==> src/rtl/npc_pkg.sv <==
package npc_pkg;

  localparam logic [5:0] OP_SPECIAL = 6'h00;
  localparam logic [5:0] OP_JUMP    = 6'h02;
  localparam logic [5:0] OP_JLINK   = 6'h03;
  localparam logic [5:0] OP_BREQ    = 6'h04;
  localparam logic [5:0] OP_BRNE    = 6'h05;
  localparam logic [5:0] FN_REGJUMP = 6'h08;
  localparam logic [5:0] FN_REGLINK = 6'h09;

  // Strobes from the decoder to the target datapath
  typedef struct packed {
    logic trap;         // syscall entry
    logic jumpAbs;      // region-relative absolute jump
    logic jumpReg;      // register-indirect jump
    logic branchTaken;  // conditional branch resolved as taken
    logic link;         // write return address
  } npcStrobes_t;

endpackage

==> src/rtl/npc_ctrl.sv <==
module npc_ctrl
  import npc_pkg::*;
(
  input  logic        clk,
  input  logic        rstN,
  input  logic        validIn,
  input  logic        sysCallIn,
  input  logic [5:0]  opField,
  input  logic [5:0]  fnField,
  input  logic        opsEqual,
  output npcStrobes_t strobes
);

  always_comb begin
    strobes = '0;
    if (validIn) begin
      if (sysCallIn) begin
        strobes.trap = 1'b1;
      end else begin
        case (opField)
          OP_SPECIAL: begin
            if (fnField == FN_REGJUMP) begin
              strobes.jumpReg = 1'b1;
            end else if (fnField == FN_REGLINK) begin
              strobes.jumpReg = 1'b1;
              strobes.link    = 1'b1;
            end
          end
          OP_JUMP:  strobes.jumpAbs = 1'b1;
          OP_JLINK: begin
            strobes.jumpAbs = 1'b1;
            strobes.link    = 1'b1;
          end
          OP_BREQ:  strobes.branchTaken = opsEqual;
          OP_BRNE:  strobes.branchTaken = !opsEqual;
          default:  ;
        endcase
      end
    end
  end

  // trap entry never combines with a jump, branch or link
  a_r10_trap_exclusive: assert property (@(posedge clk) disable iff (!rstN)
    strobes.trap |-> !(strobes.jumpAbs || strobes.jumpReg || strobes.branchTaken || strobes.link));

  // a not-equal branch with equal operands stays sequential
  a_r4_bne_equal_not_taken: assert property (@(posedge clk) disable iff (!rstN)
    (validIn && !sysCallIn && opField == OP_BRNE && opsEqual) |-> !strobes.branchTaken);

  // at most one target source selected
  a_r2_single_target: assert property (@(posedge clk) disable iff (!rstN)
    $onehot0({strobes.trap, strobes.jumpAbs, strobes.jumpReg, strobes.branchTaken}));

endmodule

==> src/rtl/npc_datapath.sv <==
module npc_datapath
  import npc_pkg::*;
#(
  parameter int          XLEN        = 32,
  parameter int          REGION_BITS = 4,
  parameter int          LINK_REG    = 31,
  parameter int          CAUSE_CODE  = 8,
  parameter int          CAUSE_SHIFT = 2,
  parameter logic [31:0] TRAP_VECTOR = 32'h8000_0080,
  parameter logic [31:0] RESET_PC    = 32'h0000_0000
) (
  input  logic                 clk,
  input  logic                 rstN,
  input  logic                 validIn,
  input  logic [XLEN-1:0]      pcIn,
  input  logic [XLEN-REGION_BITS-3:0] jumpField,
  input  logic [15:0]          immField,
  input  logic [XLEN-1:0]      rsVal,
  input  logic [XLEN-1:0]      rtVal,
  input  npcStrobes_t          strobes,
  output logic                 opsEqual,
  output logic                 outValid,
  output logic [XLEN-1:0]      nextPc,
  output logic                 linkWe,
  output logic [4:0]           linkIdx,
  output logic [XLEN-1:0]      linkData,
  output logic                 causeWe,
  output logic [XLEN-1:0]      causeData,
  output logic                 epcWe,
  output logic [XLEN-1:0]      epcData,
  output logic                 misalignFetch
);

  localparam int IMM_W   = 16;
  localparam int EXT_W   = XLEN - IMM_W;
  localparam logic [XLEN-1:0] STEP     = XLEN'(4);
  localparam logic [XLEN-1:0] LINK_OFF = XLEN'(8);
  localparam logic [XLEN-1:0] CAUSE_VAL = XLEN'(CAUSE_CODE) << CAUSE_SHIFT;

  logic [XLEN-1:0] seqPc;
  logic [XLEN-1:0] linkVal;
  logic [XLEN-1:0] immExt;
  logic [XLEN-1:0] branchPc;
  logic [XLEN-1:0] regionPc;
  logic [XLEN-1:0] pcSel;
  logic            badAlign;

  assign opsEqual = (rsVal == rtVal);
  assign seqPc    = pcIn + STEP;
  assign linkVal  = pcIn + LINK_OFF;
  assign immExt   = {{EXT_W{immField[IMM_W-1]}}, immField};
  assign branchPc = seqPc + (immExt << 2);
  assign regionPc = {pcIn[XLEN-1 -: REGION_BITS], jumpField, 2'b00};
  assign badAlign = strobes.jumpReg && (rsVal[1:0] != 2'b00);

  always_comb begin
    if (strobes.trap)             pcSel = TRAP_VECTOR;
    else if (strobes.jumpReg)     pcSel = rsVal;
    else if (strobes.jumpAbs)     pcSel = regionPc;
    else if (strobes.branchTaken) pcSel = branchPc;
    else                          pcSel = seqPc;
  end

  always_ff @(posedge clk) begin
    if (!rstN) begin
      outValid      <= 1'b0;
      nextPc        <= RESET_PC;
      linkWe        <= 1'b0;
      linkData      <= '0;
      causeWe       <= 1'b0;
      causeData     <= '0;
      epcWe         <= 1'b0;
      epcData       <= '0;
      misalignFetch <= 1'b0;
    end else begin
      outValid      <= validIn;
      linkWe        <= strobes.link && (LINK_REG != 0);
      causeWe       <= strobes.trap;
      epcWe         <= strobes.trap;
      misalignFetch <= badAlign;
      if (validIn) begin
        nextPc    <= pcSel;
        linkData  <= linkVal;
        causeData <= CAUSE_VAL;
        epcData   <= pcIn;
      end
    end
  end

  assign linkIdx = 5'(LINK_REG);

  // trap lands on the vector and writes cause and exception PC together
  a_r10_trap_vector: assert property (@(posedge clk) disable iff (!rstN)
    causeWe |-> (nextPc == TRAP_VECTOR && epcWe && !linkWe && !misalignFetch));

  a_r10_epc_value: assert property (@(posedge clk) disable iff (!rstN)
    epcWe |-> (epcData == $past(pcIn) && causeData == CAUSE_VAL));

  // link data is the prior PC plus 8, aimed at a nonzero register
  a_r6_link_value: assert property (@(posedge clk) disable iff (!rstN)
    linkWe |-> (linkData == $past(pcIn) + LINK_OFF && linkIdx != 5'd0));

  // idle cycles raise nothing
  a_r11_idle_quiet: assert property (@(posedge clk) disable iff (!rstN)
    !outValid |-> !(linkWe || causeWe || epcWe || misalignFetch));

  a_r11_hold_pc: assert property (@(posedge clk) disable iff (!rstN)
    !validIn |=> $stable(nextPc));

  // misalign flag only with an unaligned target
  a_r9_misalign_target: assert property (@(posedge clk) disable iff (!rstN)
    misalignFetch |-> (nextPc[1:0] != 2'b00 && outValid));

endmodule

==> src/rtl/npc_unit.sv <==
module npc_unit
  import npc_pkg::*;
#(
  parameter logic [31:0] TRAP_VECTOR = 32'h8000_0080,
  parameter logic [31:0] RESET_PC    = 32'h0000_0000
) (
  input  logic        clk,
  input  logic        rstN,
  input  logic        validIn,
  input  logic [31:0] pcIn,
  input  logic [31:0] instrIn,
  input  logic [31:0] rsVal,
  input  logic [31:0] rtVal,
  input  logic        sysCallIn,
  output logic        outValid,
  output logic [31:0] nextPc,
  output logic        linkWe,
  output logic [4:0]  linkIdx,
  output logic [31:0] linkData,
  output logic        causeWe,
  output logic [31:0] causeData,
  output logic        epcWe,
  output logic [31:0] epcData,
  output logic        misalignFetch
);

  localparam int XLEN        = 32;
  localparam int REGION_BITS = 4;
  localparam int JUMP_W      = XLEN - REGION_BITS - 2;

  npcStrobes_t strobes;
  logic        opsEqual;

  npc_ctrl u_ctrl (
    .clk       (clk),
    .rstN      (rstN),
    .validIn   (validIn),
    .sysCallIn (sysCallIn),
    .opField   (instrIn[31:26]),
    .fnField   (instrIn[5:0]),
    .opsEqual  (opsEqual),
    .strobes   (strobes)
  );

  npc_datapath #(
    .XLEN        (XLEN),
    .REGION_BITS (REGION_BITS),
    .LINK_REG    (31),
    .CAUSE_CODE  (8),
    .CAUSE_SHIFT (2),
    .TRAP_VECTOR (TRAP_VECTOR),
    .RESET_PC    (RESET_PC)
  ) u_dp (
    .clk           (clk),
    .rstN          (rstN),
    .validIn       (validIn),
    .pcIn          (pcIn),
    .jumpField     (instrIn[JUMP_W-1:0]),
    .immField      (instrIn[15:0]),
    .rsVal         (rsVal),
    .rtVal         (rtVal),
    .strobes       (strobes),
    .opsEqual      (opsEqual),
    .outValid      (outValid),
    .nextPc        (nextPc),
    .linkWe        (linkWe),
    .linkIdx       (linkIdx),
    .linkData      (linkData),
    .causeWe       (causeWe),
    .causeData     (causeData),
    .epcWe         (epcWe),
    .epcData       (epcData),
    .misalignFetch (misalignFetch)
  );

endmodule

==> config.mk <==
export PLATFORM = sky130hd
export DESIGN_NAME = npc_unit
export DESIGN_NICKNAME = d
export VERILOG_FILES = /design/src/rtl/npc_pkg.sv /design/src/rtl/npc_ctrl.sv /design/src/rtl/npc_datapath.sv /design/src/rtl/npc_unit.sv
export SDC_FILE = /design/constraint.sdc
export NUM_CORES = 1
export LEC_CHECK = 0
export BUFFER_PORTS_ARGS = -buffer_cell sky130_fd_sc_hd__buf_2
export CORE_MARGIN = 1.5
export CORE_UTILIZATION = 51
export CTS_CLUSTER_SIZE = 28
export DETAILED_ROUTE_END_ITERATION = 10
export PLACE_DENSITY = 0.82
export SYNTH_ARGS = -nofsm -noshare
export SYNTH_HDL_FRONTEND = slang
export SYNTH_HIERARCHICAL = 1
export SYNTH_SLANG_ARGS = --single-unit
==> constraint.sdc <==
create_clock -name clk -period 5.1 [get_ports clk]
set_input_delay 1.02 -clock clk [delete_from_list [all_inputs] [get_ports clk]]
set_output_delay 1.02 -clock clk [all_outputs]
set_load 0.01 [all_outputs]
After elaboration in Yosys (flattened, before gate mapping):

Cells that the tools add are included.

* add/subtract/negate cells: 3
* equal/unequal tests: 7
* multiplexer cells: 14
* bitwise gates (word level): 2
* reduce and logical (&&, ||, !) cells: 6

Operators with widths (number)
* $mux W32: 4
* $add A32 B3 Y32 const B: 1
* $add A32 B32 Y32: 1
* $add A32 B4 Y32 const B: 1
* $eq A32 B32 Y1: 1
* $eq A6 B2 Y1 const B: 2
* $eq A6 B3 Y1 const B: 2
* $eq A6 B4 Y1 const B: 2
* $logic_not A6 Y1: 1
* $mux W1: 6
* $mux W5: 1
* $mux W4: 1
* $pmux W1 S2: 2
* $reduce_or A3 Y1: 1
* $not A1 Y1: 2
* $reduce_bool A2 Y1: 1
* $reduce_or A2 Y1: 1
* $logic_and A1 B1 Y1: 1
* $logic_not A1 Y1: 1

* register bits: 101
* output and inout bits: 138

Longest topological paths before layout:

Gate-level depths: netlist of the first run.

* depth in word-level cells: 10
* mapped depth: 19
* depth with buffers taken out: 18

Hierarchy:

Netlist of the first run, hierarchy kept.

Modules (own cells, without submodules)
* npc_datapath: times used 1, cells an instance 918, area an instance 7369.6 um^2, seq. area each 1961.9 um^2
* npc_ctrl: times used 1, cells an instance 16, area an instance 105.1 um^2, seq. area each 0.0 um^2

Least setup slack after synthesis of the first run:

Ideal clock, no wire load.

* path type: input -> register
* from: input pcIn[3]
* to: register u_dp.nextPc[30]
* library setup time: 0.133 ns
* arrival time: 4.099 ns
* required time: 4.967 ns
* slack: 0.869 ns
* stages on the path: 17
* path buffers: 1
* path through: ha_1 -> and3_2 -> and4_4 -> and3_1 -> buf_4 -> nand2_2 -> xnor2_1 -> ha_1 -> a21oi_1 -> inv_1 -> or3_2 -> a31oi_4 -> nor3_2 -> a41o_1 -> a21oi_2 -> xor2_1 -> o31ai_1

* longest elaborated chain between the ends: 6

Ends and longest elaborated chain
* from (decl): RTL line npc_unit.sv:10 `input logic [31:0] pcIn,`
* $add A32 B3 Y32 *: RTL line npc_datapath.sv:49 `assign seqPc = pcIn + STEP;`
* $add A32 B32 Y32: RTL line npc_datapath.sv:52 `assign branchPc = seqPc + (immExt << 2);`
* $mux W32 *: RTL line npc_datapath.sv:60 `else if (strobes.branchTaken) pcSel = branchPc;`
* $mux W32 *: RTL line npc_datapath.sv:59 `else if (strobes.jumpAbs) pcSel = regionPc;`
* $mux W32 *: RTL line npc_datapath.sv:58 `else if (strobes.jumpReg) pcSel = rsVal;`
* $mux W32 *: RTL line npc_datapath.sv:57 `if (strobes.trap) pcSel = TRAP_VECTOR;`
* to (signal assigned): RTL line npc_datapath.sv:82 `nextPc <= pcSel;`
* to (decl): RTL line npc_datapath.sv:23 `output logic [XLEN-1:0] nextPc,`

Every way passes the cells marked *; elsewhere a longest branch is shown, timed or not.
A chain may end at the register's enable or synchronous reset.

Worst setup path after layout of the first run:

* from: input pcIn[4]
* to: register u_dp.nextPc[31]

Same word-level chain as after synthesis.

==> results of run 1 <==
area by class of cell:
cell class              count  area (µm²)  area share, %
clock inverters             4        77.6          0.882
clock buffers              11         233           2.65
multi-input cells         754        4980           56.7
inverters                  20        75.1          0.854
diodes                      2        5.00         0.0569
flip-flops and latches     98        1960           22.3
repair buffers            241        1230           14.0
well taps                 184         230           2.62
registers in the layout, summed over array words and instances (netlist names):
signal and count:
u_dp/linkWe 1, u_dp/linkData 32, u_dp/epcData 29, u_dp/causeData 1, u_dp/misalignFetch 1, u_dp/epcWe 1, u_dp/nextPc 32, u_dp/outValid 1
critical path: stages:
cell	delay, ns
buf_2	0.13
ha_1	0.22
and3_2	0.24
and4_4	0.27
and3_1	0.30
nand2_2	0.11
nor2_1	0.15
xor2_1	0.10
ha_1	0.43
nand2_1	0.10
o21ai_0	0.36
a211oi_1	0.11
o311ai_2	0.12
a31oi_1	0.19
o41ai_2	0.38
xor2_1	0.17
nand2_1	0.08
xnor2_1	0.15
a31oi_1	0.10
through the flow:
stage               setup WS (ns)  power [mW]  hold slack, ns  cell area [µm²]
floorplan                   0.869        1.25           0.484             7600
global placement            0.352        1.44           0.435             8480
detailed placement          0.281        1.44           0.452             8480
CTS                         0.621        2.18           0.468             8790
global route                0.251        2.27           0.484             8790
finish                      0.565        2.17           0.466             8790
placed cells by master, fill, tap and decap left out, types with 12 or more instances in the layout:
cell,instances
nand3_1,24
a21oi_1,45
a21o_1,12
xor2_1,59
nor2_1,134
o21ai_0,46
inv_1,17
conb_1,36
dfxtp_1,98
buf_2,232
nand2_1,68
xnor2_1,43
ha_1,35
nand4_1,12
a211oi_1,32
nor3_1,13
mux2i_1,42
report_power, final:
part / leakage, nW / switching [mW] / internal (mW) / total (mW)
Clock: 0.150 / 0.306 / 0.430 / 0.736
Combinational: 3.15 / 0.357 / 0.243 / 0.599
Sequential: 0.809 / 0.0238 / 0.811 / 0.835
routing by layer:
| metal | global-route usage, % | routed length, µm |
|---|---|---|
| met2 | 45.8 | 10400 |
| met5 | 0 | 27 |
| met3 | 8.84 | 2060 |
| met4 | 13.8 | 891 |
| met1 | 40.1 | 10700 |
path summary, 6_finish.rpt:
path	from	endpoint	slack, ns
max	pcIn[4]	u_dp/nextPc[31]	0.56
min	u_dp/causeData[5]	u_dp/causeData[5]	0.47
max reg2reg	u_dp/nextPc[26]	u_dp/nextPc[26]	3.96
min reg2reg	u_dp/causeData[5]	u_dp/causeData[5]	0.47
logic make-up (layout without fill, tap and decap cells):
group | count (synthesis) | after routing | synth area share (%)
AO/OA/AOI/OAI | 223 | 223 | 21.2
XOR/XNOR | 102 | 102 | 12.0
adder cells (fa/ha/maj) | 36 | 36 | 6.13
buffers and inverters | 116 | 276 | 8.91
flip-flops | 98 | 98 | 26.2
multiplexers | 45 | 45 | 6.08
other | 2 | 38 | 0.100
AND/OR/NAND/NOR | 312 | 312 | 19.4
==> flow_summary.json, run 1 <==
{
  "vias_per_cell": 5.70,
  "tritoncts": "yes",
  "synth.avg_cell_area_um2": 8.00,
  "first_iter_violations": 576,
  "synthTopCellsByArea": "dfxtp_1, xor2_1, nor2_1",
  "fmax_ghz": 0.221,
  "r2r_cells": 5,
  "htree_levels": 3,
  "dpl.hpwl_um": 18500,
  "cts_buffer_depth": 2,
  "place_inst": 1297,
  "synth_edf_count": 0,
  "crit_path_max_fanout": 7,
  "grt_use_total_pct": 30.4,
  "cts.sinks": 98,
  "syn_area_um2": 7470,
  "wl_um": 24000,
  "rows": 44,
  "fillCellCount": 1359,
  "num_io_pins": 270,
  "grt_overflow": 0,
  "ys_async_sr_fraction_pct": 0,
  "worst_setup_path_start_kind": "primary input",
  "worstSetupPathType": "in2reg",
  "ant_nets": 0,
  "required_ns": 5.31,
  "netlist_instances": 934,
  "ir_drop_mv": 0.160,
  "num_vias": 7488,
  "clk_pin_slew_worst_paths_ns": 0.06,
  "clk_latency_ns": 0.34,
  "cp.arrival_ns": 4.74,
  "layout_min_cycle_time_ns": 4.54,
  "hold_class": "reg2reg",
  "antenna_found_initial": 3,
  "synthFlopType": "dfxtp_1",
  "grt_pass1_wl_um": 35800,
  "yosysTopAreaCellShare_pct": 26.2,
  "port-buffer-count": 233,
  "gp_congestion": 0.902,
  "area_delta_synth_final_pct": 17.6,
  "post-route-period-util_pct": 88.9,
  "final_util_pct": 61.0,
  "setup_tns_ns": 0,
  "synth_top_cell_by_area": "dfxtp_1",
  "ys_ff_latch": 98,
  "coreArea_um2": 14400,
  "grt_pass1_vias": 6763,
  "maxCapViolations": 0,
  "drv_slew": 0,
  "worstHoldPathCells": 2,
  "ctsRootBufferMaster": "clkbuf_16",
  "avgRoutedWirePerCell_um": 18.3,
  "p_leak_nw": 4.11,
  "yosysMostFrequentCell": "nor2_1",
  "slew_headroom_pct": 28.5,
  "cts_resized": 0,
  "cts_buffers": 9,
  "yosys_warnings": 6,
  "fin_nets": 1292,
  "hold_violations": 0,
  "synth-seq-area-share_pct": 26.2,
  "synth_top_cells_by_count": "nor2_1, dfxtp_1, nand2_1",
  "power_density_nw_per_um2": 247,
  "cp-end-kind": "flip-flop",
  "holdBufCountCts": 0,
  "setup_violations": 0,
  "cts_setup_buffers": 0,
  "grt_max_degree": 81,
  "dr.pass1.iters": 5,
  "worst_pin_slew_ns": 1.07,
  "dieHeight_um": 124,
  "drc": 0,
  "ys_types": 83,
  "initial_utilization_pct": 51.8,
  "drive_gt1_share_pct": 25.4,
  "fin_skew_ns": 0,
  "status": "complete, no violations",
  "fin_cells": 1314,
  "die_w_um": 124,
  "die_area_um2": 15400,
  "grt_setup_unrepaired": "no"
}
Note: power is estimated with default switching activity, not from simulation.
==> run 2, diff against run 1 <==
Settings changed: PLACE_DENSITY 0.82 to 0.88.
==> run 2 against run 1 <==
  * Count of clock-buffer cells in the layout is the same
  * Global-route usage shrank 0.14 points
  * Sequential share of layout area is 0.060 points higher
  * Non-clock buffer count is the same
  * Clock skew did not move
  * Routed wire length up 0.23%
  * Maximum frequency increased by 0.42%
  * Sequential cell count is the same
  * Clock power down 7.3%
==> flow_summary.json, run 2 (synthesis results as in run 1) <==
{
  "vias_per_cell": 5.79,
  "drc": 0,
  "worst_setup_path_start_kind": "primary input",
  "dpl_cell_area_um2": 8480,
  "grt_overflow": 0,
  "post-route-period-util_pct": 88.6,
  "rows": 44,
  "crit_path_max_fanout": 5,
  "fin_nets": 1292,
  "tritoncts": "yes",
  "mostFrequentLayoutCells": "buf_2, nor2_1, dfxtp_1",
  "cts_resized": 0,
  "setup_violations": 0,
  "coreArea_um2": 14400,
  "ant_nets": 0,
  "fin_skew_ns": 0,
  "final_util_pct": 60.8,
  "maxCapViolations": 0,
  "power_density_nw_per_um2": 242,
  "fmax_ghz": 0.221,
  "cts_buffer_depth": 2,
  "grt_setup_unrepaired": "no",
  "required_ns": 5.34,
  "cts_buffers": 9,
  "final_cell_area_um2": 8770,
  "dpl.hpwl_um": 18800,
  "worst_pin_slew_ns": 0.902,
  "ir_drop_mv": 0.207,
  "p_leak_nw": 4.10,
  "power.internal_mw": 1.43,
  "drive_gt1_share_pct": 25.5,
  "clk_pin_slew_worst_paths_ns": 0.07,
  "die_w_um": 124,
  "grt_max_degree": 75,
  "cp-end-kind": "flip-flop",
  "htree_levels": 3,
  "power.clock.fraction_pct": 32.2,
  "final_common_cell": "buf_2",
  "p_comb_share_pct": 28.4,
  "grt_use_total_pct": 30.3,
  "largestRegisters": "u_dp/linkData x32, u_dp/nextPc x32, u_dp/epcData x29",
  "dieHeight_um": 124,
  "drv_slew": 0,
  "grt_pass1_wl_um": 35600,
  "gp_congestion": 0.935,
  "fillCellCount": 1313,
  "antenna_found_initial": 3,
  "ctsRootBufferMaster": "clkbuf_16",
  "hold_violations": 0,
  "first_iter_violations": 608,
  "cp.arrival_ns": 4.76,
  "grt_pass1_vias": 6746,
  "layout_min_cycle_time_ns": 4.52,
  "holdBufCountCts": 0,
  "power_frac_seq_pct": 39.4,
  "clk_latency_ns": 0.35,
  "num_vias": 7611,
  "num_io_pins": 270,
  "initial_utilization_pct": 51.8,
  "die_area_um2": 15400,
  "cts_setup_buffers": 0,
  "power.switching_mw": 0.685,
  "status": "complete, no violations",
  "port-buffer-count": 233,
  "worstSetupPathType": "in2reg",
  "wl_um": 24100,
  "multi_input_area_um2": 4980,
  "cts.sinks": 98,
  "area_delta_synth_final_pct": 17.3,
  "swShare_pct": 32.3,
  "hold_class": "reg2reg",
  "setup_tns_ns": 0,
  "avgRoutedWirePerCell_um": 18.3,
  "regArea_um2": 1960,
  "slew_headroom_pct": 39.8,
  "dr.pass1.iters": 5
}
## run 2: cell types whose count changed in the layout (fill, tap and decap cells not counted)
cell	change
clkinv_2	+3
clkinv_4	-2
bufinv_16	-1
inv_6	+1
## run 2: final cells by class
type	count	share of cell area, %
tap	184	2.63
clock buffer	11	2.65
sequential	98	22.4
multi-input combinational	754	56.8
antenna	2	0.0571
clock inverter	5	0.614
inverter	20	0.856
timing repair buffer	241	14.0
## run 2: final timing paths
| kind | from | to | slack [ns] | cells after the start |
|---|---|---|---|---|
| max | pcIn[4] | u_dp/nextPc[29] | 0.58 | 18 |
| min | u_dp/nextPc[13] | u_dp/nextPc[13] | 0.46 | 2 |
| max reg2reg | u_dp/nextPc[26] | u_dp/nextPc[26] | 3.91 | 5 |
| min reg2reg | u_dp/nextPc[13] | u_dp/nextPc[13] | 0.46 | 2 |
## run 2: power groups by stage
stage                     logic [mW]  clock network [mW]  registers [mW]
after global routing           0.658               0.729           0.840
after CTS                      0.594               0.692           0.835
after floorplan                0.379                   0           0.872
after global placement         0.584                   0           0.850
after detailed placement       0.592                   0           0.851
final                          0.602               0.682           0.835
## run 2: routing by layer
metal	vias to the layer above	GRT usage, %	part of all wire (%)
li1	3641	-	-
met1	3524	40.9	43
met2	394	46.2	44
met3	50	6.36	9.5
met4	2	13.9	3.6
met5	-	0	0.054
## run 2: through the flow
stage | worst slack, ns | cells | hold WS (ns) | power (mW)
2_1_floorplan | 0.869 | 968 | 0.484 | 1.25
3_3_place_gp | 0.341 | 1297 | 0.437 | 1.43
3_5_place_dp | 0.234 | 1297 | 0.448 | 1.44
4_1_cts | 0.605 | 1313 | 0.464 | 2.12
5_1_grt | 0.214 | 1314 | 0.492 | 2.23
6_report | 0.584 | 1315 | 0.463 | 2.12
## run 2: critical path: stages
cell and delay (ns):
buf_2 0.13, ha_1 0.21, and3_2 0.24, and4_4 0.27, nand3_1 0.16, nor2_1 0.29, nand2_1 0.11, xnor2_1 0.34
ha_1 0.34, nand2_1 0.09, o21ai_0 0.16, a211oi_1 0.29, o311ai_2 0.19, a31oi_1 0.30, nor3_1 0.13, xnor2_1 0.15
a21oi_1 0.09, a221o_1 0.27
